## src/rtl/trig_timer_pkg.sv

```systemverilog
package trig_timer_pkg;

  localparam int ADDR_W = 3;
  localparam int NREF   = 6;

  localparam logic [ADDR_W-1:0] A_CTRL    = 3'd0;
  localparam logic [ADDR_W-1:0] A_DIV     = 3'd1;
  localparam logic [ADDR_W-1:0] A_TOP     = 3'd2;
  localparam logic [ADDR_W-1:0] A_COUNT   = 3'd3;
  localparam logic [ADDR_W-1:0] A_TRIGSEL = 3'd4;

  localparam int B_RUN   = 0;
  localparam int B_BUF   = 1;
  localparam int B_FORCE = 2;

  typedef enum logic [3:0] {
    TS_FORCE   = 4'd0,
    TS_RUN     = 4'd1,
    TS_UPDATE  = 4'd2,
    TS_EDGE1   = 4'd3,
    TS_LVL1    = 4'd4,
    TS_LVL2    = 4'd5,
    TS_LVL3    = 4'd6,
    TS_LVL4    = 4'd7,
    TS_LVL5    = 4'd8,
    TS_LVL6    = 4'd9,
    TS_EDGE4   = 4'd10,
    TS_EDGE6   = 4'd11,
    TS_R4_R6   = 4'd12,
    TS_R4_F6   = 4'd13,
    TS_R5_R6   = 4'd14,
    TS_R5_F6   = 4'd15
  } trig_src_e;

  typedef struct packed {
    logic run;
    logic force_upd;
    logic upd;
  } tmr_ev_t;

  function automatic logic trig_pick(input logic [3:0] mode, input tmr_ev_t ev,
                                     input logic [NREF-1:0] lvl,
                                     input logic [NREF-1:0] rise,
                                     input logic [NREF-1:0] fall);
    logic r;
    case (trig_src_e'(mode))
      TS_FORCE:  r = ev.force_upd;
      TS_RUN:    r = ev.run;
      TS_UPDATE: r = ev.upd;
      TS_EDGE1:  r = rise[0];
      TS_LVL1:   r = lvl[0];
      TS_LVL2:   r = lvl[1];
      TS_LVL3:   r = lvl[2];
      TS_LVL4:   r = lvl[3];
      TS_LVL5:   r = lvl[4];
      TS_LVL6:   r = lvl[5];
      TS_EDGE4:  r = rise[3];
      TS_EDGE6:  r = rise[5];
      TS_R4_R6:  r = rise[3] | rise[5];
      TS_R4_F6:  r = rise[3] | fall[5];
      TS_R5_R6:  r = rise[4] | rise[5];
      TS_R5_F6:  r = rise[4] | fall[5];
      default:   r = 1'b0;
    endcase
    return r;
  endfunction

endpackage

```

## src/rtl/tt_regs.sv

```systemverilog
module tt_regs import trig_timer_pkg::*; #(
  parameter int DATA_W    = 16,
  parameter int CNT_W     = 16,
  parameter int PSC_W     = 16,
  parameter bit HAS_TRIG2 = 1'b1
) (
  input  logic              clk,
  input  logic              rst_n,
  input  logic              bus_wr,
  input  logic [ADDR_W-1:0] bus_addr,
  input  logic [DATA_W-1:0] bus_wdata,
  output logic [DATA_W-1:0] bus_rdata,
  input  logic [CNT_W-1:0]  cnt_live,
  output logic              run,
  output logic              buffered,
  output logic              force_upd,
  output logic              cnt_load,
  output logic [PSC_W-1:0]  psc_pre,
  output logic [CNT_W-1:0]  top_pre,
  output logic [2:0]        mode_a,
  output logic [3:0]        mode_b
);

  logic wr_ctrl, wr_trig;

  assign wr_ctrl   = bus_wr && (bus_addr == A_CTRL);
  assign wr_trig   = bus_wr && (bus_addr == A_TRIGSEL);
  assign force_upd = wr_ctrl && bus_wdata[B_FORCE];
  assign cnt_load  = bus_wr && (bus_addr == A_COUNT);

  always_ff @(posedge clk or negedge rst_n) begin
    if (!rst_n) begin
      run      <= 1'b0;
      buffered <= 1'b0;
      psc_pre  <= '0;
      top_pre  <= '0;
      mode_a   <= '0;
    end else begin
      if (wr_ctrl) begin
        run      <= bus_wdata[B_RUN];
        buffered <= bus_wdata[B_BUF];
      end
      if (bus_wr && bus_addr == A_DIV) psc_pre <= bus_wdata[PSC_W-1:0];
      if (bus_wr && bus_addr == A_TOP) top_pre <= bus_wdata[CNT_W-1:0];
      if (wr_trig) mode_a <= bus_wdata[2:0];
    end
  end

  generate
    if (HAS_TRIG2) begin : g_sel_b
      always_ff @(posedge clk or negedge rst_n) begin
        if (!rst_n)       mode_b <= '0;
        else if (wr_trig) mode_b <= bus_wdata[7:4];
      end
    end else begin : g_no_sel_b
      assign mode_b = '0;
    end
  endgenerate

  always_comb begin
    case (bus_addr)
      A_CTRL:    bus_rdata = DATA_W'({buffered, run});
      A_DIV:     bus_rdata = DATA_W'(psc_pre);
      A_TOP:     bus_rdata = DATA_W'(top_pre);
      A_COUNT:   bus_rdata = DATA_W'(cnt_live);
      A_TRIGSEL: bus_rdata = DATA_W'({mode_b, 1'b0, mode_a});
      default:   bus_rdata = '0;
    endcase
  end

  assert_ctrl_hold_R6: assert property (@(posedge clk) disable iff (!rst_n)
    !wr_ctrl |=> $stable(run));

endmodule

```

## src/rtl/tt_prescaler.sv

```systemverilog
module tt_prescaler #(
  parameter int PSC_W = 16
) (
  input  logic             clk,
  input  logic             rst_n,
  input  logic             run,
  input  logic             upd_evt,
  input  logic [PSC_W-1:0] psc_pre,
  output logic             tick
);

  logic [PSC_W-1:0] psc_shadow, psc_cnt;

  function automatic logic [PSC_W-1:0] psc_step(input logic [PSC_W-1:0] c);
    return c + 1'b1;
  endfunction

  assign tick = run && (psc_cnt == psc_shadow);

  always_ff @(posedge clk or negedge rst_n) begin
    if (!rst_n) begin
      psc_cnt    <= '0;
      psc_shadow <= '0;
    end else if (upd_evt) begin
      psc_cnt    <= '0;
      psc_shadow <= psc_pre;
    end else if (tick) begin
      psc_cnt    <= '0;
    end else if (run) begin
      psc_cnt    <= psc_step(psc_cnt);
    end
  end

  assert_psc_bound_R1: assert property (@(posedge clk) disable iff (!rst_n)
    psc_cnt <= psc_shadow);

  assert_psc_restart_R4: assert property (@(posedge clk) disable iff (!rst_n)
    upd_evt |=> (psc_cnt == '0));

  assert_psc_step_R1: assert property (@(posedge clk) disable iff (!rst_n)
    (run && !tick && !upd_evt) |=> (psc_cnt == PSC_W'($past(psc_cnt) + 1'b1)));

endmodule

```

## src/rtl/tt_counter.sv

```systemverilog
module tt_counter #(
  parameter int CNT_W = 16
) (
  input  logic             clk,
  input  logic             rst_n,
  input  logic             tick,
  input  logic             force_upd,
  input  logic             buffered,
  input  logic             cnt_load,
  input  logic [CNT_W-1:0] load_val,
  input  logic [CNT_W-1:0] top_pre,
  output logic [CNT_W-1:0] cnt,
  output logic             wrap,
  output logic             upd_evt,
  output logic             upd_q
);

  logic [CNT_W-1:0] top_shadow, top_eff;

  function automatic logic at_top(input logic [CNT_W-1:0] c, input logic [CNT_W-1:0] t);
    return c >= t;
  endfunction

  function automatic logic [CNT_W-1:0] count_step(input logic [CNT_W-1:0] c);
    return c + 1'b1;
  endfunction

  assign top_eff = buffered ? top_shadow : top_pre;
  assign wrap    = tick && at_top(cnt, top_eff);
  assign upd_evt = wrap || force_upd;

  always_ff @(posedge clk or negedge rst_n) begin
    if (!rst_n) begin
      cnt        <= '0;
      top_shadow <= '0;
      upd_q      <= 1'b0;
    end else begin
      upd_q <= upd_evt;
      if (!buffered || upd_evt) top_shadow <= top_pre;
      if (force_upd)     cnt <= '0;
      else if (cnt_load) cnt <= load_val;
      else if (wrap)     cnt <= '0;
      else if (tick)     cnt <= count_step(cnt);
    end
  end

  assert_wrap_clear_R2: assert property (@(posedge clk) disable iff (!rst_n)
    (wrap && !force_upd && !cnt_load) |=> (cnt == '0 && upd_q));

  assert_shadow_hold_R3: assert property (@(posedge clk) disable iff (!rst_n)
    (buffered && !upd_evt) |=> $stable(top_shadow));

  assert_force_pulse_R5: assert property (@(posedge clk) disable iff (!rst_n)
    force_upd |=> (upd_q && cnt == '0));

  assert_frozen_R6: assert property (@(posedge clk) disable iff (!rst_n)
    (!tick && !force_upd && !cnt_load) |=> $stable(cnt));

endmodule

```

## src/rtl/tt_trigsel.sv

```systemverilog
module tt_trigsel import trig_timer_pkg::*; #(
  parameter bit HAS_TRIG2 = 1'b1
) (
  input  logic            clk,
  input  logic            rst_n,
  input  tmr_ev_t         ev,
  input  logic [NREF-1:0] ref_in,
  input  logic [2:0]      mode_a,
  input  logic [3:0]      mode_b,
  output logic            trg_a,
  output logic            trg_b
);

  logic [NREF-1:0] ref_q, rise, fall;

  assign rise = ref_in & ~ref_q;
  assign fall = ~ref_in & ref_q;

  always_ff @(posedge clk or negedge rst_n) begin
    if (!rst_n) begin
      ref_q <= '0;
      trg_a <= 1'b0;
    end else begin
      ref_q <= ref_in;
      trg_a <= trig_pick({1'b0, mode_a}, ev, ref_in, rise, fall);
    end
  end

  generate
    if (HAS_TRIG2) begin : g_out_b
      always_ff @(posedge clk or negedge rst_n) begin
        if (!rst_n) trg_b <= 1'b0;
        else        trg_b <= trig_pick(mode_b, ev, ref_in, rise, fall);
      end

      assert_b_level_R9: assert property (@(posedge clk) disable iff (!rst_n)
        (mode_b == 4'd8) |=> (trg_b == $past(ref_in[4])));
    end else begin : g_out_b_off
      assign trg_b = 1'b0;
    end
  endgenerate

  assert_a_follow_run_R8: assert property (@(posedge clk) disable iff (!rst_n)
    (mode_a == 3'd1) |=> (trg_a == $past(ev.run)));

  assert_a_update_R8: assert property (@(posedge clk) disable iff (!rst_n)
    (mode_a == 3'd2) |=> (trg_a == $past(ev.upd)));

endmodule

```

## src/rtl/trig_timer.sv

```systemverilog
module trig_timer import trig_timer_pkg::*; #(
  parameter int DATA_W    = 16,
  parameter int CNT_W     = 16,
  parameter int PSC_W     = 16,
  parameter bit HAS_TRIG2 = 1'b1
) (
  input  logic              clk,
  input  logic              rst_n,
  input  logic              bus_wr,
  input  logic [ADDR_W-1:0] bus_addr,
  input  logic [DATA_W-1:0] bus_wdata,
  output logic [DATA_W-1:0] bus_rdata,
  input  logic [NREF-1:0]   ref_in,
  output logic              upd_o,
  output logic              trg_a_o,
  output logic              trg_b_o
);

  logic             run, buffered, force_upd, cnt_load;
  logic [PSC_W-1:0] psc_pre;
  logic [CNT_W-1:0] top_pre, cnt;
  logic [2:0]       mode_a;
  logic [3:0]       mode_b;
  logic             tick, wrap, upd_evt;
  tmr_ev_t          ev;

  tt_regs #(.DATA_W(DATA_W), .CNT_W(CNT_W), .PSC_W(PSC_W), .HAS_TRIG2(HAS_TRIG2)) u_regs (
    .clk(clk), .rst_n(rst_n), .bus_wr(bus_wr), .bus_addr(bus_addr),
    .bus_wdata(bus_wdata), .bus_rdata(bus_rdata), .cnt_live(cnt),
    .run(run), .buffered(buffered), .force_upd(force_upd), .cnt_load(cnt_load),
    .psc_pre(psc_pre), .top_pre(top_pre), .mode_a(mode_a), .mode_b(mode_b)
  );

  tt_prescaler #(.PSC_W(PSC_W)) u_psc (
    .clk(clk), .rst_n(rst_n), .run(run), .upd_evt(upd_evt),
    .psc_pre(psc_pre), .tick(tick)
  );

  tt_counter #(.CNT_W(CNT_W)) u_cnt (
    .clk(clk), .rst_n(rst_n), .tick(tick), .force_upd(force_upd),
    .buffered(buffered), .cnt_load(cnt_load), .load_val(bus_wdata[CNT_W-1:0]),
    .top_pre(top_pre), .cnt(cnt), .wrap(wrap), .upd_evt(upd_evt), .upd_q(upd_o)
  );

  assign ev.run       = run;
  assign ev.force_upd = force_upd;
  assign ev.upd       = upd_evt;

  tt_trigsel #(.HAS_TRIG2(HAS_TRIG2)) u_trig (
    .clk(clk), .rst_n(rst_n), .ev(ev), .ref_in(ref_in),
    .mode_a(mode_a), .mode_b(mode_b), .trg_a(trg_a_o), .trg_b(trg_b_o)
  );

  assert_update_only_on_event_R2: assert property (@(posedge clk) disable iff (!rst_n)
    (!wrap && !force_upd) |=> !upd_o);

endmodule

```

## config.mk

```make
export PLATFORM = sky130hd
export DESIGN_NAME = trig_timer
export DESIGN_NICKNAME = d
export VERILOG_FILES = /design/src/rtl/trig_timer_pkg.sv /design/src/rtl/tt_regs.sv /design/src/rtl/tt_prescaler.sv /design/src/rtl/tt_counter.sv /design/src/rtl/tt_trigsel.sv /design/src/rtl/trig_timer.sv
export SDC_FILE = /design/constraint.sdc
export NUM_CORES = 1
export LEC_CHECK = 0
export BUFFER_PORTS_ARGS = -buffer_cell sky130_fd_sc_hd__buf_2
export CORE_AREA = 2 2 114 116
export DETAILED_ROUTE_END_ITERATION = 16
export DIE_AREA = 0 0 116 118
export PLACE_DENSITY = 0.75
export REMOVE_ABC_BUFFERS = 1
export SLEW_MARGIN = 25
export SYNTH_ARGS = -nofsm -noshare
export SYNTH_HDL_FRONTEND = slang
export SYNTH_SLANG_ARGS = --single-unit
```

## constraint.sdc

```tcl
create_clock -name clk -period 4.15 [get_ports clk]
set_input_delay 0.6225 -clock clk [delete_from_list [all_inputs] [get_ports clk]]
set_output_delay 0.6225 -clock clk [all_outputs]
set_load 0.02 [all_outputs]
```

==> summary.md, run 1 <==
| Metric | Value |
|---|---|
| Final net count | `664` |
| Total GRT Usage | `24.2%` |
| Grt ovf | `0` |
| Initial antenna violation count | `0` |
| Top FF cell, synth | `dfrtp_1` |
| Sw Pwr | `1.39 mW` |
| Total core area | `12400 µm²` |
| RSZ-0062 raised after global routing | `false` |
| Die H | `118 µm` |
| Die X | `116 µm` |
| Outcome | `finished clean` |
| Synth warn | `0` |
| Share of post-route cells with drive strength above 1 | `21.2%` |
| Synthesized flop and latch total | `112` |
| CTS H-tree lvls | `3` |
| Antenna cell count | `0` |
| Fillcell total | `1126` |
| Fin crit share | `88.0%` |
| TritonRoute pass-1 iters | `6` |
| Comb pwr share | `32.0%` |
| Clock power share | `21.1%` |
| Syn avg cell area | `10.6 µm²` |
| Finished Layout Cells | `795` |
| Slew Viols, Final | `0` |
| Fmax | `274 MHz` |
| Setup_tns | `0 ns` |
| Seq pwr share | `46.9%` |
| Mapped Area | `6150 µm²` |
| Final setup violation count | `0` |
| Largest net degree at the start of global routing | `57` |
| First-pass GRT wire length | `25.5 mm` |
| Number of flops mapped to enable cells by yosys | `0` |
| Placed wire-length estimate | `11.6 mm` |
| Vias in the first global route | `4828` |
| Initial Util | `49.5%` |
| Clock skew | `0.0143 ns` |
| Num rows | `41` |
| Post-route ant nets | `0` |
| Register area | `2800 µm²` |
| CP required | `4.39 ns` |
| Max cap viols | `0` |
| WP data arrival | `3.89 ns` |
| WS Path Type | `flop to flop` |
| DRC | `0` |
| Int Pwr | `2.42 mW` |
| Max rail drop VDD | `335 µV` |
| Synth Instances | `579` |
| Crit path max fanout | `14` |
| Pwr dens | `557 nW/µm²` |
| Area Overhead vs Synth | `11.3%` |
| Ys async rst share | `100%` |
| Clk sinks | `112` |
| Core Util, Final | `55.1%` |
| Post-DR vias/cell | `6.04` |
| CTS tree | `built` |
| Clock root cell | `clkbuf_16` |
| Port bufs | `46` |
| Post-DR wirelength/cell | `19.9 µm` |
| Gp weighted congestion | `0.942` |
| Worst-path clk slew | `0.07 ns` |
| Tot Pwr | `3.81 mW` |
| Final hold viol count | `0` |
| Total wire length | `15.8 mm` |
| Worst slack, placed | `0.516 ns` |
| Startpoint types | `flop` |
| Area of the multi-input gates | `3190 µm²` |
| Die area | `13700 µm²` |
| Most frequent cells in the layout | `dfrtp_1, mux2_2, nand2_1` |
| P_leak | `3.06 nW` |
| CTS max path bufs | `2` |
| Worst-skew pair later-pin latency | `0.36 ns` |
| Vias | `4805` |
| CTS Buf Count | `9` |
| Worst slew pin tran | `1.00 ns` |
| Critical path endpoint category | `flop` |
| Rel. slew slack | `32.1%` |
| Synth cell types | `55` |
| Sequential area share after synthesis | `45.6%` |
| Switch share | `36.5%` |
| Initial DRC count | `466` |
| Inst Count DP | `779` |
| Post-cts sizing count | `0` |
| Worst min path class | `input pin to async pin` |
| Hold Buf Count CTS | `0` |
| I/O pin cnt | `47` |
| Final min period | `3.65 ns` |
| Worst setup margin | `0.496 ns` |
| Postcts setup bufs | `0` |
| Most common cell after layout, fill and taps aside | `dfrtp_1` |
-- stage by stage --
step | hold slack (ns) | area [µm²]
after floorplan | 0.327 | 6040
after global placement | 0.480 | 6580
after detailed placement | 0.484 | 6580
after global routing | 0.381 | 6840
after CTS | 0.360 | 6840
final | 0.322 | 6840
-- per-layer routing --
layer / vias to the layer above / wire length, µm / track usage [%]
met4: 0 / 207 / 7.74
li1: 2172 / - / -
met3: 19 / 872 / 4.43
met2: 157 / 8080 / 40.6
met1: 2457 / 6630 / 31.6
met5: - / 0 / 0
-- state kept, by name (all words and copies together), names as in the netlist --
register,count
u_trig.trg_b,1
u_regs.mode_b,4
u_regs.mode_a,3
u_trig.ref_q,4
u_cnt.cnt,16
u_cnt.top_shadow,16
u_trig.trg_a,1
u_regs.top_pre,16
u_regs.buffered,1
u_regs.psc_pre,16
u_psc.psc_shadow,16
u_psc.psc_cnt,16
u_cnt.upd_q,1
u_regs.run,1
-- path summary, 6_finish.rpt --
path	start	to	slack [ns]	cells after the start
worst max-delay path	u_regs.buffered	u_cnt.top_shadow[12]	0.50	10
worst min-delay path	rst_n	u_psc.psc_cnt[13]	0.32	1
worst max register to register	u_regs.buffered	u_cnt.top_shadow[12]	0.50	10
worst min register to register	u_cnt.top_shadow[13]	u_cnt.top_shadow[13]	0.50	1
max in group asynchronous	rst_n	u_cnt.cnt[5]	2.93	2
min in group clk	ref_in[4]	u_trig.ref_q[4]	0.40	1
-- cell type report --
type | instances | share of cell area (%)
Tap cell | 172 | 3.15
Clock buffer | 12 | 3.46
Sequential cell | 112 | 41.0
Clock inverter | 4 | 0.421
Timing Repair Buffer | 57 | 4.61
Inverter | 14 | 0.768
Multi-Input combinational cell | 424 | 46.6
-- cells in the mapped netlist, types with 3 or more instances --
| library cell | count | area (µm²) |
|---|---|---|
| buf_2 | 3 | 15.0 |
| xor2_1 | 17 | 149 |
| nor4b_1 | 4 | 35.0 |
| nor2b_1 | 4 | 25.0 |
| a31oi_1 | 4 | 25.0 |
| clkbuf_1 | 22 | 82.6 |
| nor2_1 | 43 | 161 |
| o21ai_1 | 13 | 65.1 |
| inv_1 | 13 | 48.8 |
| or4_1 | 3 | 22.5 |
| nor4_1 | 10 | 62.6 |
| a21oi_1 | 15 | 75.1 |
| and3_1 | 6 | 37.5 |
| a22oi_1 | 16 | 120 |
| o21ai_0 | 17 | 85.1 |
| ha_1 | 18 | 225 |
| dfrtp_1 | 112 | 2800 |
| o31ai_1 | 3 | 22.5 |
| o211ai_1 | 3 | 22.5 |
| nand4_1 | 3 | 18.8 |
| nand2_1 | 52 | 195 |
| nor3_1 | 9 | 45.0 |
| mux4_2 | 3 | 67.6 |
| o311ai_1 | 4 | 35.0 |
| mux2_1 | 32 | 360 |
| mux2_2 | 54 | 608 |
| nand2b_1 | 4 | 25.0 |
| mux2i_1 | 19 | 190 |
| xnor2_1 | 15 | 131 |
| and2_1 | 4 | 25.0 |
| a32oi_1 | 3 | 26.3 |
| buf_1 | 4 | 15.0 |
| nand3_1 | 20 | 100 |
-- worst max-delay path: stages, from the launching register on --
cell      delay [ns]
dfrtp_1         0.45
buf_4           0.31
mux2i_1         0.22
ha_1            0.26
o211a_1         0.12
o311ai_1        0.36
nand4_1         0.48
a21oi_2         0.29
and2_1          0.43
buf_4           0.27
mux2_1          0.34
-- cell families after synthesis --
family | after synthesis | share of synthesized area (%)
flip-flops | 112 | 45.6
AO/OA/AOI/OAI | 92 | 9.69
multiplexers | 108 | 19.9
adder cells (fa/ha/maj) | 18 | 3.66
XOR/XNOR | 32 | 4.56
AND/OR/NAND/NOR | 174 | 13.9
buffers and inverters | 43 | 2.69
-- power groups by stage --
stage,Combinational [mW],Clock [mW],Sequential (mW)
3_5_place_dp,1.21,0,1.79
4_1_cts,1.22,0.813,1.77
3_3_place_gp,1.14,0,1.77
6_report,1.22,0.802,1.79
2_1_floorplan,0.894,0,1.68
5_1_grt,1.36,0.858,1.83
Power figures use the tool's default switching activity.
==> inputs of run 2 (changes only) <==
Settings changed: CELL_PAD_IN_SITES_DETAIL_PLACEMENT set to 0, CELL_PAD_IN_SITES_GLOBAL_PLACEMENT set to 1, CORE_AREA 2 2 114 116 to 2 2 117 119, DIE_AREA 0 0 116 118 to 0 0 119 121, PLACE_DENSITY 0.75 to 0.85.
==> run 2 against run 1 <==
  * Via count shrank 2.5%
  * Design area up 1.1%
  * Largest power group unchanged
  * Utilization fell by 2.3 points
  * Highest routed layer unchanged
  * Clock-buffer cell count decreased by 1
  * Clock skew is 0.0038 ns lower
  * Worst hold slack got worse by 0.28 ns
==> summary.md, run 2 (synthesis results as in run 1) <==
| Metric | Value |
|---|---|
| First-pass GRT wire length | `25.1 mm (-1.5%)` |
| Hold Buf Count CTS | `0 (unchanged)` |
| CP required | `4.39 ns (about the same)` |
| Worst-path clk slew | `0.07 ns (about the same)` |
| Worst setup margin | `0.520 ns (+0.0238 ns)` |
| Post-route ant nets | `0 (unchanged)` |
| Post-DR vias/cell | `5.83 (-3.5%)` |
| Port bufs | `46 (unchanged)` |
| Initial Util | `47.0% (-2.5 points)` |
| Fin crit share | `87.5% (-0.57 points)` |
| Finished Layout Cells | `803 (+1.0%)` |
| Fmax | `276 MHz (+0.65%)` |
| Outcome | `finished clean` |
| Area Overhead vs Synth | `12.5%` |
| Tot Pwr | `3.88 mW (+2.0%)` |
| Startpoint types | `flop` |
| Gp weighted congestion | `0.918 (-2.6%)` |
| Share of post-route cells with drive strength above 1 | `22.3% (+1.1 points)` |
| Vias in the first global route | `4654 (-3.6%)` |
| Die H | `121 µm (+2.5%)` |
| Pwr dens | `562 nW/µm² (+0.90%)` |
| RSZ-0062 raised after global routing | `false` |
| Antenna cell count | `0 (unchanged)` |
| Inst Count DP | `787 (+1.0%)` |
| Initial antenna violation count | `0 (unchanged)` |
| Post-layout instance area | `6920 µm² (+1.1%)` |
| P_leak | `3.10 nW (+1.4%)` |
| Clock skew | `0.0105 ns (-0.00376 ns)` |
| Crit. Startpoint | `u_regs.buffered` |
| Final setup violation count | `0 (unchanged)` |
| Postcts setup bufs | `0 (unchanged)` |
| Total GRT Usage | `22.7% (-1.5 points)` |
| Worst min path class | `input pin to async pin` |
| Slew Viols, Final | `0 (unchanged)` |
| Worst slack, placed | `0.563 ns (+0.0469 ns)` |
| Die X | `119 µm (+2.6%)` |
| Die area | `14400 µm² (+5.2%)` |
| Rel. slew slack | `34.4% (+2.3 points)` |
| Worst-skew pair later-pin latency | `0.36 ns (about the same)` |
| Crit path max fanout | `16 (+2)` |
| CTS tree | `built` |
| Total core area | `13100 µm² (+5.4%)` |
| Vias | `4684 (-2.5%)` |
| DRC | `0 (unchanged)` |
| Final hold viol count | `0 (unchanged)` |
| Post-cts sizing count | `0 (unchanged)` |
| Max cap viols | `0 (unchanged)` |
| Num rows | `42 (+2.4%)` |
| Setup_tns | `0 ns (unchanged)` |
| Worst slew pin tran | `0.980 ns (-0.0245 ns)` |
| Post-DP Area | `6610 µm² (+0.59%)` |
| WP data arrival | `3.87 ns (-0.02 ns)` |
| I/O pin cnt | `47 (unchanged)` |
| CTS Buf Count | `9 (unchanged)` |
| Max rail drop VDD | `364 µV (+8.6%)` |
| Critical path endpoint category | `flop` |
| Placed wire-length estimate | `11.6 mm (+0.51%)` |
| Initial DRC count | `244 (-48%)` |
| Reg2reg start | `u_regs.buffered` |
| Post-DR wirelength/cell | `19.6 µm (-1.6%)` |
| CTS max path bufs | `2 (unchanged)` |
| Total wire length | `15.7 mm (-0.58%)` |
| Grt ovf | `0 (unchanged)` |
| WS Path Type | `flop to flop` |
| Largest net degree at the start of global routing | `68 (+19%)` |
| Most frequent cells in the layout | `dfrtp_1, mux2_2, nand2_1` |
| TritonRoute pass-1 iters | `5 (-1)` |
| Final net count | `668 (+0.60%)` |
| CTS H-tree lvls | `3 (unchanged)` |
| Clk sinks | `112 (unchanged)` |
| Clock root cell | `clkbuf_16` |
| Most common cell after layout, fill and taps aside | `dfrtp_1` |
| Final min period | `3.63 ns (-0.0238 ns)` |
[run 2: area by class of cell]
type	count	area [µm²]
flip-flops and latches	112	2800
clock inverters	5	56.3
repair buffers	61	343
inverters	14	52.6
fillers	1181	6170
well taps	176	220
multi-input cells	424	3200
clock buffers	11	243
[run 2: path summary, 6_finish.rpt]
kind | to | slack, ns | cells after the start
max | u_cnt.top_shadow[6] | 0.52 | 9
min in group clk | u_trig.ref_q[4] | 0.39 | 1
min reg2reg | u_cnt.top_shadow[14] | 0.50 | 1
max reg2reg | u_cnt.top_shadow[6] | 0.52 | 9
min | u_psc.psc_cnt[14] | 0.04 | 1
max in group asynchronous | u_cnt.top_shadow[6] | 3.11 | 2
[run 2: power breakdown]
group | leakage, nW | internal [mW] | total, mW | switching [mW]
sequential | 1.39 | 1.41 | 1.79 | 0.378
clock | 0.145 | 0.484 | 0.886 | 0.402
combinational | 1.57 | 0.605 | 1.21 | 0.606
total | 3.10 | 2.50 | 3.88 | 1.39
[run 2: routing by layer]
metal	vias to the layer above	global-route usage [%]	part of all wire [%]
met5	-	0	0
met4	0	5.73	1.0
met3	7	4.61	4.1
met2	101	37.8	49
met1	2388	30.5	46
li1	2188	-	-
[run 2: stage by stage]
stage / hold slack, ns / util (%)
6_report: 0.0384 / 52.8
5_1_grt: 0.0289 / 52.8
4_1_cts: 0.0345 / 52.8
3_5_place_dp: 0.414 / 50.5
3_3_place_gp: 0.413 / 50.5
2_1_floorplan: 0.327 / -
[run 2: worst max-delay path, cell delays in order, from the launching register on]
cell	delay [ns]
dfrtp_1	0.60
buf_4	0.30
mux2i_1	0.22
ha_1	0.26
o211a_1	0.11
o311ai_1	0.33
nand4_1	0.39
a21oi_2	0.24
and2_1	0.68
mux2_1	0.39
